<file path="src/rtl/chsel_pkg.sv">
package chsel_pkg;
  localparam int unsigned BYTE_W    = 8;
  localparam logic [3:0]  ADDR_HI   = 4'b1110;
  localparam int unsigned CTRL_W    = 4;
  localparam int unsigned EN_BIT    = 2;
  localparam int unsigned FLAG_LSB  = 4;

  typedef enum logic [2:0] {
    ST_IDLE,
    ST_ADDR,
    ST_ADDR_ACK,
    ST_WR_DATA,
    ST_WR_ACK,
    ST_RD_DATA,
    ST_RD_ACK
  } tgt_state_e;
endpackage

</file>
<file path="src/rtl/chsel_sync.sv">
module chsel_sync #(
  parameter int unsigned      WIDTH   = 1,
  parameter int unsigned      STAGES  = 2,
  parameter logic [WIDTH-1:0] RST_VAL = '0
) (
  input  logic             clk,
  input  logic             rst_n,
  input  logic [WIDTH-1:0] d_i,
  output logic [WIDTH-1:0] q_o
);
  logic [WIDTH-1:0] stg_q [STAGES];

  always_ff @(posedge clk or negedge rst_n) begin
    if (!rst_n) begin
      for (int i = 0; i < STAGES; i++) stg_q[i] <= RST_VAL;
    end else begin
      stg_q[0] <= d_i;
      for (int i = 1; i < STAGES; i++) stg_q[i] <= stg_q[i-1];
    end
  end

  assign q_o = stg_q[STAGES-1];
endmodule

</file>
<file path="src/rtl/chsel_bus_events.sv">
module chsel_bus_events (
  input  logic clk,
  input  logic rst_n,
  input  logic scl_s,
  input  logic sda_s,
  output logic start_o,
  output logic stop_o,
  output logic scl_rise_o,
  output logic scl_fall_o
);
  logic scl_q, sda_q;

  always_ff @(posedge clk or negedge rst_n) begin
    if (!rst_n) begin
      scl_q <= 1'b1;
      sda_q <= 1'b1;
    end else begin
      scl_q <= scl_s;
      sda_q <= sda_s;
    end
  end

  assign start_o    = scl_s & scl_q & sda_q & ~sda_s;
  assign stop_o     = scl_s & scl_q & ~sda_q & sda_s;
  assign scl_rise_o = scl_s & ~scl_q;
  assign scl_fall_o = ~scl_s & scl_q;
endmodule

</file>
<file path="src/rtl/chsel_target_fsm.sv">
module chsel_target_fsm
  import chsel_pkg::*;
#(
  parameter int unsigned STRAP_W = 3,
  parameter int unsigned DATA_W  = BYTE_W
) (
  input  logic               clk,
  input  logic               rst_n,
  input  logic [STRAP_W-1:0] strap_i,
  input  logic               sda_s,
  input  logic               start_i,
  input  logic               stop_i,
  input  logic               scl_rise_i,
  input  logic               scl_fall_i,
  input  logic [DATA_W-1:0]  rd_byte_i,
  output logic               wr_stb_o,
  output logic [DATA_W-1:0]  wr_byte_o,
  output logic               sda_pull_o
);
  localparam int unsigned CNT_W = $clog2(DATA_W + 1);
  localparam logic [CNT_W-1:0] FULL = CNT_W'(DATA_W);

  tgt_state_e        state_q;
  logic [CNT_W-1:0]  cnt_q;
  logic [DATA_W-1:0] rx_q, tx_q;
  logic              rw_q, mack_q, pull_q, stb_q;
  logic              addr_hit;

  assign addr_hit = (rx_q[DATA_W-1:1] == {ADDR_HI, strap_i});

  always_ff @(posedge clk or negedge rst_n) begin
    if (!rst_n) begin
      state_q <= ST_IDLE;
      cnt_q   <= '0;
      rx_q    <= '0;
      tx_q    <= '0;
      rw_q    <= 1'b0;
      mack_q  <= 1'b0;
      pull_q  <= 1'b0;
      stb_q   <= 1'b0;
    end else begin
      stb_q <= 1'b0;
      if (stop_i) begin
        state_q <= ST_IDLE;
        pull_q  <= 1'b0;
      end else if (start_i) begin
        state_q <= ST_ADDR;
        cnt_q   <= '0;
        pull_q  <= 1'b0;
      end else begin
        case (state_q)
          ST_ADDR, ST_WR_DATA: begin
            if (scl_rise_i && cnt_q != FULL) begin
              rx_q  <= {rx_q[DATA_W-2:0], sda_s};
              cnt_q <= cnt_q + 1'b1;
            end else if (scl_fall_i && cnt_q == FULL) begin
              if (state_q == ST_ADDR) begin
                if (addr_hit) begin
                  pull_q  <= 1'b1;
                  rw_q    <= rx_q[0];
                  state_q <= ST_ADDR_ACK;
                end else begin
                  state_q <= ST_IDLE;
                end
              end else begin
                stb_q   <= 1'b1;
                pull_q  <= 1'b1;
                state_q <= ST_WR_ACK;
              end
            end
          end
          ST_ADDR_ACK: begin
            if (scl_fall_i) begin
              cnt_q <= '0;
              if (rw_q) begin
                tx_q    <= rd_byte_i;
                pull_q  <= ~rd_byte_i[DATA_W-1];
                state_q <= ST_RD_DATA;
              end else begin
                pull_q  <= 1'b0;
                state_q <= ST_WR_DATA;
              end
            end
          end
          ST_WR_ACK: begin
            if (scl_fall_i) begin
              pull_q  <= 1'b0;
              cnt_q   <= '0;
              state_q <= ST_WR_DATA;
            end
          end
          ST_RD_DATA: begin
            if (scl_rise_i) begin
              cnt_q <= cnt_q + 1'b1;
            end else if (scl_fall_i) begin
              if (cnt_q == FULL) begin
                pull_q  <= 1'b0;
                state_q <= ST_RD_ACK;
              end else begin
                tx_q   <= {tx_q[DATA_W-2:0], 1'b0};
                pull_q <= ~tx_q[DATA_W-2];
              end
            end
          end
          ST_RD_ACK: begin
            if (scl_rise_i) begin
              mack_q <= ~sda_s;
            end else if (scl_fall_i) begin
              if (mack_q) begin
                cnt_q   <= '0;
                tx_q    <= rd_byte_i;
                pull_q  <= ~rd_byte_i[DATA_W-1];
                state_q <= ST_RD_DATA;
              end else begin
                state_q <= ST_IDLE;
              end
            end
          end
          default: state_q <= ST_IDLE;
        endcase
      end
    end
  end

  assign wr_stb_o   = stb_q;
  assign wr_byte_o  = rx_q;
  assign sda_pull_o = pull_q;
endmodule

</file>
<file path="src/rtl/chsel_route.sv">
module chsel_route
  import chsel_pkg::*;
#(
  parameter int unsigned CH_N   = 2,
  parameter int unsigned DATA_W = BYTE_W
) (
  input  logic              clk,
  input  logic              rst_n,
  input  logic              wr_stb_i,
  input  logic [DATA_W-1:0] wr_byte_i,
  input  logic              stop_i,
  input  logic [CH_N-1:0]   irq_i,
  output logic [DATA_W-1:0] rd_byte_o,
  output logic              chan_en_o,
  output logic [CH_N-1:0]   chan_sel_o
);
  localparam int unsigned SEL_W = (CH_N > 1) ? $clog2(CH_N) : 1;

  logic [CTRL_W-1:0] ctrl_q, act_q;

  always_ff @(posedge clk or negedge rst_n) begin
    if (!rst_n) begin
      ctrl_q <= '0;
      act_q  <= '0;
    end else begin
      if (wr_stb_i) ctrl_q <= wr_byte_i[CTRL_W-1:0];
      if (stop_i)   act_q  <= ctrl_q;
    end
  end

  always_comb begin
    rd_byte_o                     = '0;
    rd_byte_o[CTRL_W-1:0]         = ctrl_q;
    rd_byte_o[FLAG_LSB +: CH_N]   = irq_i;
  end

  assign chan_en_o = act_q[EN_BIT];

  for (genvar c = 0; c < CH_N; c++) begin : g_sel
    assign chan_sel_o[c] = chan_en_o && (act_q[SEL_W-1:0] == SEL_W'(c));
  end
endmodule

</file>
<file path="src/rtl/i2c_chsel_ctrl.sv">
module i2c_chsel_ctrl
  import chsel_pkg::*;
#(
  parameter int unsigned STRAP_W     = 3,
  parameter int unsigned CH_N        = 2,
  parameter int unsigned SYNC_STAGES = 2
) (
  input  logic               clk,
  input  logic               rst_n,
  input  logic               scl_i,
  input  logic               sda_i,
  output logic               sda_pull_o,
  input  logic [STRAP_W-1:0] addr_strap_i,
  input  logic [CH_N-1:0]    irq_n_i,
  output logic               chan_en_o,
  output logic [CH_N-1:0]    chan_sel_o
);
  logic              scl_s, sda_s;
  logic [CH_N-1:0]   irq_n_s;
  logic              start_det, stop_det, scl_rise, scl_fall;
  logic              wr_stb;
  logic [BYTE_W-1:0] wr_byte, rd_byte;

  chsel_sync #(.WIDTH(2), .STAGES(SYNC_STAGES), .RST_VAL(2'b11)) u_bus_sync (
    .clk(clk), .rst_n(rst_n), .d_i({scl_i, sda_i}), .q_o({scl_s, sda_s})
  );

  chsel_sync #(.WIDTH(CH_N), .STAGES(SYNC_STAGES), .RST_VAL({CH_N{1'b1}})) u_irq_sync (
    .clk(clk), .rst_n(rst_n), .d_i(irq_n_i), .q_o(irq_n_s)
  );

  chsel_bus_events u_events (
    .clk(clk), .rst_n(rst_n), .scl_s(scl_s), .sda_s(sda_s),
    .start_o(start_det), .stop_o(stop_det),
    .scl_rise_o(scl_rise), .scl_fall_o(scl_fall)
  );

  chsel_target_fsm #(.STRAP_W(STRAP_W), .DATA_W(BYTE_W)) u_fsm (
    .clk(clk), .rst_n(rst_n), .strap_i(addr_strap_i), .sda_s(sda_s),
    .start_i(start_det), .stop_i(stop_det),
    .scl_rise_i(scl_rise), .scl_fall_i(scl_fall),
    .rd_byte_i(rd_byte), .wr_stb_o(wr_stb), .wr_byte_o(wr_byte),
    .sda_pull_o(sda_pull_o)
  );

  chsel_route #(.CH_N(CH_N), .DATA_W(BYTE_W)) u_route (
    .clk(clk), .rst_n(rst_n), .wr_stb_i(wr_stb), .wr_byte_i(wr_byte),
    .stop_i(stop_det), .irq_i(~irq_n_s), .rd_byte_o(rd_byte),
    .chan_en_o(chan_en_o), .chan_sel_o(chan_sel_o)
  );
endmodule

</file>
<file path="config.mk">
export PLATFORM = sky130hd
export DESIGN_NAME = i2c_chsel_ctrl
export DESIGN_NICKNAME = d
export VERILOG_FILES = /design/src/rtl/chsel_pkg.sv /design/src/rtl/chsel_sync.sv /design/src/rtl/chsel_bus_events.sv /design/src/rtl/chsel_target_fsm.sv /design/src/rtl/chsel_route.sv /design/src/rtl/i2c_chsel_ctrl.sv
export SDC_FILE = /design/constraint.sdc
export NUM_CORES = 1
export LEC_CHECK = 0
export BUFFER_PORTS_ARGS = -buffer_cell sky130_fd_sc_hd__buf_4
export CAP_MARGIN = 20
export CORE_AREA = 5 5 65 91
export CTS_BUF_LIST = sky130_fd_sc_hd__clkbuf_4
export CTS_CLUSTER_DIAMETER = 40
export DETAILED_ROUTE_END_ITERATION = 8
export DIE_AREA = 0 0 70 96
export GPL_ROUTABILITY_DRIVEN = 0
export SLEW_MARGIN = 20
export SYNTH_ARGS = -nofsm -noshare
export SYNTH_HDL_FRONTEND = slang
export SYNTH_HIERARCHICAL = 1
export SYNTH_SLANG_ARGS = --single-unit
</file>
<file path="constraint.sdc">
create_clock -name clk -period 3.4 [get_ports clk]
set_input_delay 0.68 -clock clk [delete_from_list [all_inputs] [get_ports clk]]
set_output_delay 0.68 -clock clk [all_outputs]
set_load 0.02 [all_outputs]
</file>
==> summary.md <==
| Metric | Value |
|---|---|
| Min Tclk post-route | `2377 ps` |
| Crit path launch type | `flip-flop` |
| Number of iterations in the first detailed-routing pass | `4` |
| Number of buffer cells added on primary ports | `12` |
| Total Power Consumption | `1294 uW` |
| Global-route usage over all layers | `13.80%` |
| Most frequent cell after synthesis | `sky130_fd_sc_hd__dfrtp_1` |
| Fillcell total | `508` |
| Area used by multi-input combinational logic | `980.9 sq um` |
| Sequential cell area fraction in the yosys report | `48.82%` |
| Final setup fails | `0` |
| Hold violation count in the final report | `0` |
| Placement row count | `31` |
| Global-route wire length before repair | `7245 um` |
| Peak supply drop | `0.3232 mV` |
| Starting utilization of the core area | `43.20%` |
| Relative max-transition margin | `63.53%` |
| Main flop type after synthesis | `sky130_fd_sc_hd__dfrtp_1` |
| Clk Latency, worst-skew pair | `340 ps` |
| Proportion of layout cells with a drive suffix above 1 | `25.62%` |
| Path class of the lowest-slack min-delay path | `input port to async pin` |
| Post-synth ARST share | `100.0%` |
| Post-CTS Resized | `0` |
| Stage delay of the slowest cell on the critical path | `670 ps` |
| Required time of the critical path | `3640 ps` |
| Total number of nets in the final design | `213` |
| TritonCTS clock tree | `built` |
| Die area | `6720 sq um` |
| Worst Path Class, Setup | `flip-flop to flip-flop` |
| Clock transition at path regs | `130 ps` |
| Total wirelength of the detailed-routed design | `4295 um` |
| Count of boundary I/O pins | `13` |
| Worst setup skew after layout | `6.209 ps` |
| Timing endpoint of the critical path | `u_fsm/tx_q[1]` |
| Cell types occupying the most area after synthesis | `sky130_fd_sc_hd__dfrtp_1, sky130_fd_sc_hd__dfstp_2, sky130_fd_sc_hd__mux2_2` |
| Routed length per instance | `15.97 um` |
| Number of slew-limit violations in the final report | `0` |
| Launch instance of the worst register-to-register path | `u_fsm/state_q[0]` |
| Worst setup startpoint | `u_fsm/state_q[0]` |
| Hold buffers post-CTS | `0` |
| Syn Area/Cell | `11.11 sq um` |
| Antenna violations before repair | `0` |
| Antenna cell count | `0` |
| Synthesis-stage register bit count | `42` |
| Drt initial violations | `74` |
| Remaining antenna violation count | `0` |
| Setup repair after global routing missed its margin | `no` |
| Accumulated negative setup slack | `0 ps` |
| CORE AREA | `5042 sq um` |
| Maximum number of pins on one net before global-route repair | `43` |
| Number of enable-type register cells in the synthesized netlist | `0` |
| Leakage power summed over all cells | `0.001069 uW` |
| DR DRC count | `0` |
| Final worst setup slack | `1023 ps` |
| Root buf cell | `sky130_fd_sc_hd__clkbuf_4` |
| Detailed-route vias per instance | `5.461` |
| Data arrival, critical path | `2610 ps` |
| Cell-by-cell listing of the critical path | `nand3b_1, nor2b_1, o211ai_1, a211o_1, mux2_4` |
| Vias in the first global route | `1,550` |
| Max Freq | `0.4207 GHz` |
| Synth-to-Final Area Change | `7.639%` |
| Die extent in y | `96 um` |
| Outcome | `completed` |
| Flop2flop setup slack | `1020 ps` |
| Slew at the pin closest to its max-slew limit | `533.3 ps` |
| Synth Warn # | `6` |
| Instance count of the mapped netlist | `196` |
| Worst-path fanout max | `15` |
| Cell Area, Synth | `2178 sq um` |
| Cell taking the most area after synthesis | `sky130_fd_sc_hd__dfrtp_1` |
| TritonCTS Buffers | `5` |
| Worst slack at placement | `1046 ps` |
| Sink Count | `42` |
| Critical path capture point type | `flip-flop` |
| Fraction of synthesized cell area taken by the top area cell type | `36.76%` |
| Critical register-to-register path endpoint | `u_fsm/tx_q[1]` |
| Share of the clock period used by the worst path | `69.91%` |
| HPWL reported at the end of detailed placement | `3143 um` |
| Setup repair bufs after CTS | `0` |
| Die boundary width | `70 um` |
| Overflow after GRT | `0` |
| Total area of sequential cells | `1064 sq um` |
| CTS H-Tree Depth | `2` |
| Commonest cells post-synth | `sky130_fd_sc_hd__dfrtp_1, sky130_fd_sc_hd__mux2_2, sky130_fd_sc_hd__nand2_1` |
| Count of max-cap constraint violations | `0` |
| CP max-delay cell | `sky130_fd_sc_hd__dfrtp_1` |
| Distinct cell type count of the synthesized netlist | `46` |
| R2R cell count | `5` |
| Pwr per Cell Area | `551.7 nW/um^2` |
| Longest Clk Path Bufs | `2` |
| Vias | `1,469` |
worst min-delay path by stage:
| stage | startpoint | to | slack, ps |
|---|---|---|---|
| floorplan | u_bus_sync/stg_q[2] | u_bus_sync/q_o[0] | 350 |
| global placement | u_bus_sync/stg_q[3] | u_bus_sync/q_o[1] | 350 |
| detailed placement | u_bus_sync/stg_q[3] | u_bus_sync/q_o[1] | 350 |
| CTS | rst_n | u_fsm/cnt_q[0] | 310 |
| global route | rst_n | u_fsm/tx_q[6] | 310 |
| finish | rst_n | u_fsm/state_q[0] | 290 |
placed cells by master, fill, tap and decap left out, drive strengths merged, types with 4 or more instances in the layout:
| master | instances |
|---|---|
| nor3 | 4 |
| mux2 | 27 |
| dfstp | 10 |
| clkbuf | 6 |
| buf | 14 |
| inv | 8 |
| nor2b | 6 |
| nand2b | 5 |
| dfrtp | 32 |
| o21ai | 9 |
| nand2 | 11 |
| nand3 | 4 |
| nor2 | 10 |
| a21oi | 8 |
logic make-up (layout without fill, tap and decap cells):
| kind of cell | after synthesis | count (layout) | share of synthesized area [%] |
|---|---|---|---|
| mux | 29 | 29 | 15.91 |
| flops | 42 | 42 | 48.82 |
| fa+ha+maj | 3 | 3 | 1.608 |
| simple gates | 56 | 56 | 14.07 |
| xor+xnor | 3 | 3 | 1.206 |
| other cells | 1 | 2 | 0.1721 |
| compound gates | 38 | 38 | 11.89 |
| buf+inv | 24 | 30 | 6.318 |
flip-flops by register name (all words and copies together) (netlist names):
signal / count
u_bus_sync/q_o: 2
u_irq_sync/stg_q: 2
u_fsm/rw_q: 1
u_bus_sync/stg_q: 2
u_irq_sync/q_o: 2
u_fsm/wr_stb_o: 1
u_fsm/sda_pull_o: 1
u_fsm/tx_q: 7
u_events/scl_q: 1
u_route/act_q: 2
u_fsm/state_q: 3
u_route/ctrl_q: 4
u_fsm/wr_byte_o: 8
u_fsm/mack_q: 1
u_events/sda_q: 1
u_fsm/cnt_q: 4
through the flow:
stage                     cell area [sq um]  util, %  hold WS [ps]  cells
after floorplan                        2182        -         345.2    197
after global placement                 2262    44.86         345.7    261
after global routing                   2345    46.50         314.7    269
after detailed placement               2262    44.86         347.0    261
after CTS                              2345    46.50         306.8    269
final                                  2345    46.50         292.4    269
area by class of cell:
class,instances,area share [%]
well taps,66,3.522
clock inverters,2,1.601
inverters,8,1.281
repair buffers,14,4.482
clock buffers,6,1.921
multi-input cells,131,41.84
flip-flops and latches,42,45.36
worst max-delay path: cells and delay by family, from the launching register on:
kind / cells / cell delay [ps]
AOI/OAI and AO/OA: 2 / 540
DFF: 1 / 670
muxes: 1 / 360
and+or+nand+nor: 2 / 700
power breakdown:
group / switching [uW] / total (uW) / internal [uW]
clock network: 161 / 324 / 163
logic: 130 / 276 / 145
registers: 98.4 / 694 / 595
total: 390 / 1290 / 904
layer usage:
metal | share of wire, % | vias up | GRT usage [%]
met4 | 2.9 | 0 | 7.029
met5 | 0 | - | 0
met3 | 2.7 | 12 | 2.717
met2 | 54 | 30 | 25.79
li1 | - | 698 | -
met1 | 40 | 729 | 14.70
Power figures use the tool's default switching activity.
